[config.mk]
export PLATFORM = sky130hd
export DESIGN_NAME = mbx_tx_sel
export DESIGN_NICKNAME = d
export VERILOG_FILES = /design/src/rtl/mbx_sel_pkg.sv /design/src/rtl/mbx_order_reg.sv /design/src/rtl/mbx_key_gen.sv /design/src/rtl/mbx_pick.sv /design/src/rtl/mbx_tx_sel.sv
export SDC_FILE = /design/constraint.sdc
export NUM_CORES = 2
export LEC_CHECK = 0
export BUFFER_PORTS_ARGS = -buffer_cell sky130_fd_sc_hd__buf_2
export CAP_MARGIN = 10
export CELL_PAD_IN_SITES_DETAIL_PLACEMENT = 2
export CELL_PAD_IN_SITES_GLOBAL_PLACEMENT = 2
export CORE_AREA = 10 10 400 402
export CTS_CLUSTER_SIZE = 40
export DETAILED_ROUTE_END_ITERATION = 6
export DIE_AREA = 0 0 410 412
export PLACE_DENSITY_LB_ADDON = 0.1
export SYNTH_ARGS = -nofsm -noshare
export SYNTH_HDL_FRONTEND = slang
export SYNTH_SLANG_ARGS = --single-unit
[constraint.sdc]
create_clock -name clk_i -period 124 [get_ports clk_i]
set_input_delay 12.4 -clock clk_i [delete_from_list [all_inputs] [get_ports clk_i]]
set_output_delay 12.4 -clock clk_i [all_outputs]
set_load 0.02 [all_outputs]
[src/rtl/mbx_sel_pkg.sv]
package mbx_sel_pkg;

    localparam int BASE_W = 11;
    localparam int EXT_W  = 18;
    localparam int SLOT_W = BASE_W + EXT_W + 2;
    localparam int KEY_W  = BASE_W + EXT_W + 3;

    typedef struct packed {
        logic              ide;
        logic              rtr;
        logic [BASE_W-1:0] base;
        logic [EXT_W-1:0]  ext;
    } mb_frame_t;

    typedef enum logic {
        ORD_BY_ID  = 1'b0,
        ORD_BY_NUM = 1'b1
    } tx_order_e;

    // Arbitration bits as they appear on the wire; smaller value wins.
    function automatic logic [KEY_W-1:0] arb_key(input mb_frame_t f);
        if (f.ide)
            return {f.base, 1'b1, 1'b1, f.ext, f.rtr};
        else
            return {f.base, f.rtr, 1'b0, {EXT_W{1'b0}}, 1'b0};
    endfunction

endpackage

[src/rtl/mbx_order_reg.sv]
module mbx_order_reg
    import mbx_sel_pkg::*;
(
    input  logic      clk_i,
    input  logic      rst_i,
    input  logic      wr_i,
    input  logic      val_i,
    input  logic      stopped_i,
    output tx_order_e order_o
);

    tx_order_e order_q;

    always_ff @(posedge clk_i) begin
        if (rst_i)
            order_q <= ORD_BY_ID;
        else if (wr_i && stopped_i)
            order_q <= tx_order_e'(val_i);
    end

    assign order_o = order_q;

    assert_order_locked_R2: assert property (@(posedge clk_i) disable iff (rst_i)
        (wr_i && !stopped_i) |=> $stable(order_q));

    assert_order_loads_R2: assert property (@(posedge clk_i) disable iff (rst_i)
        (wr_i && stopped_i) |=> (order_q == tx_order_e'($past(val_i))));

endmodule

[src/rtl/mbx_key_gen.sv]
module mbx_key_gen
    import mbx_sel_pkg::*;
#(
    parameter int NUM_MB = 32
) (
    input  logic [NUM_MB*SLOT_W-1:0]     frames_i,
    output logic [NUM_MB-1:0][KEY_W-1:0] keys_o
);

    for (genvar g = 0; g < NUM_MB; g++) begin : g_slot
        mb_frame_t fr;
        assign fr        = mb_frame_t'(frames_i[g*SLOT_W +: SLOT_W]);
        assign keys_o[g] = arb_key(fr);
    end

endmodule

[src/rtl/mbx_pick.sv]
module mbx_pick
    import mbx_sel_pkg::*;
#(
    parameter int NUM_MB = 32,
    localparam int IDX_W = $clog2(NUM_MB)
) (
    input  logic [NUM_MB-1:0]            pend_i,
    input  logic [NUM_MB-1:0][KEY_W-1:0] keys_i,
    input  tx_order_e                    order_i,
    output logic                         found_o,
    output logic [IDX_W-1:0]             idx_o
);

    logic [NUM_MB-1:0] cand;
    logic [KEY_W-1:0]  best;

    // Slot 0 is a receive-only mailbox and never competes.
    assign cand = pend_i & ~NUM_MB'(1);

    // Ascending scan: a later (higher) mailbox replaces on equal key.
    always_comb begin
        found_o = 1'b0;
        idx_o   = '0;
        best    = '1;
        for (int i = 0; i < NUM_MB; i++) begin
            if (cand[i]) begin
                if (order_i == ORD_BY_NUM) begin
                    found_o = 1'b1;
                    idx_o   = IDX_W'(i);
                end else if (!found_o || keys_i[i] <= best) begin
                    found_o = 1'b1;
                    idx_o   = IDX_W'(i);
                    best    = keys_i[i];
                end
            end
        end
    end

endmodule

[src/rtl/mbx_tx_sel.sv]
module mbx_tx_sel
    import mbx_sel_pkg::*;
#(
    parameter int NUM_MB = 32,
    localparam int IDX_W = $clog2(NUM_MB)
) (
    input  logic                     clk_i,
    input  logic                     rst_i,
    input  logic                     ctrl_stopped_i,
    input  logic                     order_wr_i,
    input  logic                     order_val_i,
    output logic                     order_o,
    input  logic                     eval_i,
    input  logic [NUM_MB-1:0]        tx_pend_i,
    input  logic [NUM_MB*SLOT_W-1:0] mb_frames_i,
    output logic                     win_valid_o,
    output logic [IDX_W-1:0]         win_idx_o
);

    tx_order_e                    order;
    logic [NUM_MB-1:0][KEY_W-1:0] keys;
    logic                         found;
    logic [IDX_W-1:0]             pick_idx;
    logic                         valid_q;
    logic [IDX_W-1:0]             idx_q;

    mbx_order_reg u_order (
        .clk_i     (clk_i),
        .rst_i     (rst_i),
        .wr_i      (order_wr_i),
        .val_i     (order_val_i),
        .stopped_i (ctrl_stopped_i),
        .order_o   (order)
    );

    mbx_key_gen #(.NUM_MB(NUM_MB)) u_keys (
        .frames_i (mb_frames_i),
        .keys_o   (keys)
    );

    mbx_pick #(.NUM_MB(NUM_MB)) u_pick (
        .pend_i  (tx_pend_i),
        .keys_i  (keys),
        .order_i (order),
        .found_o (found),
        .idx_o   (pick_idx)
    );

    always_ff @(posedge clk_i) begin
        if (rst_i) begin
            valid_q <= 1'b0;
            idx_q   <= '0;
        end else if (eval_i) begin
            valid_q <= found;
            idx_q   <= found ? pick_idx : '0;
        end
    end

    assign order_o     = order;
    assign win_valid_o = valid_q;
    assign win_idx_o   = idx_q;

    assert_hold_no_eval_R10: assert property (@(posedge clk_i) disable iff (rst_i)
        !eval_i |=> ($stable(valid_q) && $stable(idx_q)));

    assert_empty_result_R9: assert property (@(posedge clk_i) disable iff (rst_i)
        (eval_i && tx_pend_i[NUM_MB-1:1] == '0) |=> (!valid_q && idx_q == '0));

    assert_slot0_excluded_R3: assert property (@(posedge clk_i) disable iff (rst_i)
        valid_q |-> (idx_q != '0));

    assert_valid_tracks_pend_R3: assert property (@(posedge clk_i) disable iff (rst_i)
        eval_i |=> (valid_q == $past(|tx_pend_i[NUM_MB-1:1])));

    assert_top_number_wins_R4: assert property (@(posedge clk_i) disable iff (rst_i)
        (eval_i && order == ORD_BY_NUM && tx_pend_i[NUM_MB-1]) |=> (idx_q == IDX_W'(NUM_MB-1)));

endmodule

==> flow_metrics.env <==
export IMPL_outcome="completed"
export IMPL_ys_top_cells_by_area="ha_1, and2_1, nand2_1"
export IMPL_postCtsSetupRepairBufs=0
export IMPL_grt_pass1_vias=62200
export IMPL_worstPathArrival_ns=116.85
export IMPL_cts_tree="done"
export IMPL_ioPinCount=1037
export IMPL_hold_start="win_valid_o"
export IMPL_drive_gt1_share_pct=17.6
export IMPL_critPathCaptureType="flop"
export IMPL_floorplan_die_width_um=410
export IMPL_hold_path_cell_count=2
export IMPL_die_h_um=412
export IMPL_yosysSeqAreaShare_pct=0.317
export IMPL_cp_common_cell="buf_4"
export IMPL_rows=143
export IMPL_synth_edff_count=0
export IMPL_htreeDepth=1
export IMPL_rsz0062_at_grt="false"
export IMPL_initial_utilization_pct=29.2
export IMPL_max_freq_ghz=0.00857
export IMPL_grt_max_degree=74
export IMPL_die_area_um2=169000
export IMPL_viasPerCell=6.16
export IMPL_area_growth_syn_to_layout_pct=17.3
export IMPL_worstRegToRegCells=330
export IMPL_grt_usage_pct=35.7
export IMPL_hold_class="reg -> reg"
export IMPL_cp_start_kind="input pin"
export IMPL_syn_area_per_cell_um2=6.54
export IMPL_wl_um=321000
export IMPL_cap_violations=0
export IMPL_synth_top_area_share_pct=27.2
export IMPL_nets=9520
export IMPL_path_delay_family="compound AO/OA/AOI/OAI gates"
export IMPL_crit_reg2reg_launch="u_order.order_o"
export IMPL_ys_flop_type="dfxtp_1"
export IMPL_cp_max_fo=73
export IMPL_cts_root_buf="clkbuf_16"
export IMPL_ff2ff_setup_slack_ns=19.03
export IMPL_hold_viol_final=0
export IMPL_async_flop_share_pct=0
export IMPL_worstPathRequired_ns=124.12
export IMPL_clockBufferDepth=2
export IMPL_place_gp_congestion=1.00
export IMPL_antenna_found_initial=137
export IMPL_ant_nets=0
export IMPL_drv_slew=0
export IMPL_yosys_warnings=0
export IMPL_period_minus_slack_ns=116.73
export IMPL_worst_path_max_delay_cell="nor4_1"
export IMPL_nFillCells=19000
export IMPL_core_um2=152000
export IMPL_drc=0
export IMPL_grt_first_pass_wirelength_um=449000
export IMPL_synth_most_common_cell="ha_1"
export IMPL_port_buffers=1004
export IMPL_drt_iter0_markers=4281
export IMPL_synth_cells=6759
export IMPL_cts_sinks=7
export IMPL_wl_per_cell_um=33.3
export IMPL_max_slew_margin_rel_pct=14.1
export IMPL_yosysTopAreaCell="ha_1"
export IMPL_reg2reg_to="win_idx_o[3]"
export IMPL_synthTopCellsByCount="ha_1, nand2_1, nor2_1"
export IMPL_cts_resized_gates=0
export IMPL_clk_pin_slew_ns=0.04
export IMPL_worst_path_buf_inv=43
export IMPL_critPathKind="in -> reg"
export IMPL_cp_num_cells=331
export IMPL_firstDrtPassIters=7
export IMPL_post_dp_hpwl_um=283000
export IMPL_synth_cell_types=83
export IMPL_finalSetupViolCount=0
export IMPL_vias=59300
export IMPL_period_share_pct=94.1
export IMPL_clk_insertion_delay_late_ns=0.23
export IMPL_overflow=0
export IMPL_syn_num_nets=8749
export IMPL_cts_buffers=3
export IMPL_min_to="win_valid_o"
export IMPL_worstMarginPinSlew_ns=1.28
export IMPL_ys_seq_elements=7
export IMPL_skew_ns=0.00296
export IMPL_tns_ns=0
export IMPL_cpPeakStageDelay_ns=1.06
export IMPL_cts_hold_buf=0
export IMPL_synthesis_area_um2=44200
-- worst max-delay path by stage --
stage	startpoint	endpoint
3_5_place_dp	tx_pend_i[1]	win_idx_o[3]
2_1_floorplan	tx_pend_i[1]	win_idx_o[3]
3_3_place_gp	tx_pend_i[1]	win_idx_o[3]
6_report	tx_pend_i[1]	win_idx_o[3]
5_1_grt	tx_pend_i[1]	win_idx_o[3]
4_1_cts	tx_pend_i[1]	win_idx_o[3]
-- placed cells by master, fill, tap and decap left out, types with 30 or more instances in the layout --
cell      instances
a211oi_1         84
a21boi_0         31
a21o_1          255
a21oi_1         534
a22oi_1          34
a31oi_1         109
and2_1          533
and3_1           31
buf_2          1004
buf_4           127
diode_2          61
ha_1            960
inv_1           271
mux2i_1          49
nand2_1         755
nand2b_1         60
nand3_1         184
nand4_1         168
nor2_1          607
nor2b_1          66
nor3_1          120
nor4_1           72
o211ai_1         74
o21a_1          140
o21ai_0         493
o21bai_1         30
o221ai_1         41
o22ai_1          45
o31ai_1          44
or2_2            67
or3_1            43
-- final cells by class --
cell class | count | area (um2) | share of cell area [%]
tap | 2030 | 2540 | 4.90
clock inverter | 1 | 5.00 | 0.00966
sequential | 7 | 144 | 0.278
antenna | 61 | 153 | 0.295
clock buffer | 3 | 75.1 | 0.145
timing repair buffer | 1131 | 5980 | 11.5
multi-input combinational | 6115 | 41900 | 80.9
inverter | 272 | 1020 | 1.97
-- per-layer routing --
layer	vias to the layer above	share of wire [%]	track usage [%]
met1	29800	41	43.0
met4	76	5.6	17.7
li1	26800	-	-
met3	580	6.7	6.80
met2	2049	47	60.4
met5	-	0.15	0
-- tightest hold or removal path, stage by stage, from the launching register on --
cell and delay (ns):
dfxtp_1 0.30, nand2_1 0.05, a21oi_1 0.06
-- sequential cells by signal, indices dropped and copies added, names as in the netlist --
register	flops
win_idx_o	5
win_valid_o	1
u_order.order_o	1
-- metrics by stage --
stage | instance area (um2) | std cells | worst slack, ns | hold WS [ns] | util, %
4_1_cts | 51700 | 9559 | 10.09 | 0.465 | 34.1
3_5_place_dp | 51600 | 9555 | 10.17 | 0.449 | 34.0
2_1_floorplan | 44200 | 6759 | 32.52 | 0.534 | -
6_report | 51800 | 9620 | 7.27 | 0.461 | 34.2
5_1_grt | 51800 | 9600 | 3.30 | 0.478 | 34.2
3_3_place_gp | 51600 | 9555 | 12.24 | 0.442 | 34.0
-- cell families after synthesis --
logic type | share of synthesized area, %
and+or+nand+nor | 31.4
AOI/OAI and AO/OA | 33.8
muxes | 1.80
adders and majority gates | 27.2
buffers and inverters | 5.45
DFF | 0.317
Power is not shown: default switching activity piles up to over one toggle a cycle in this logic, so the estimate is an artifact.
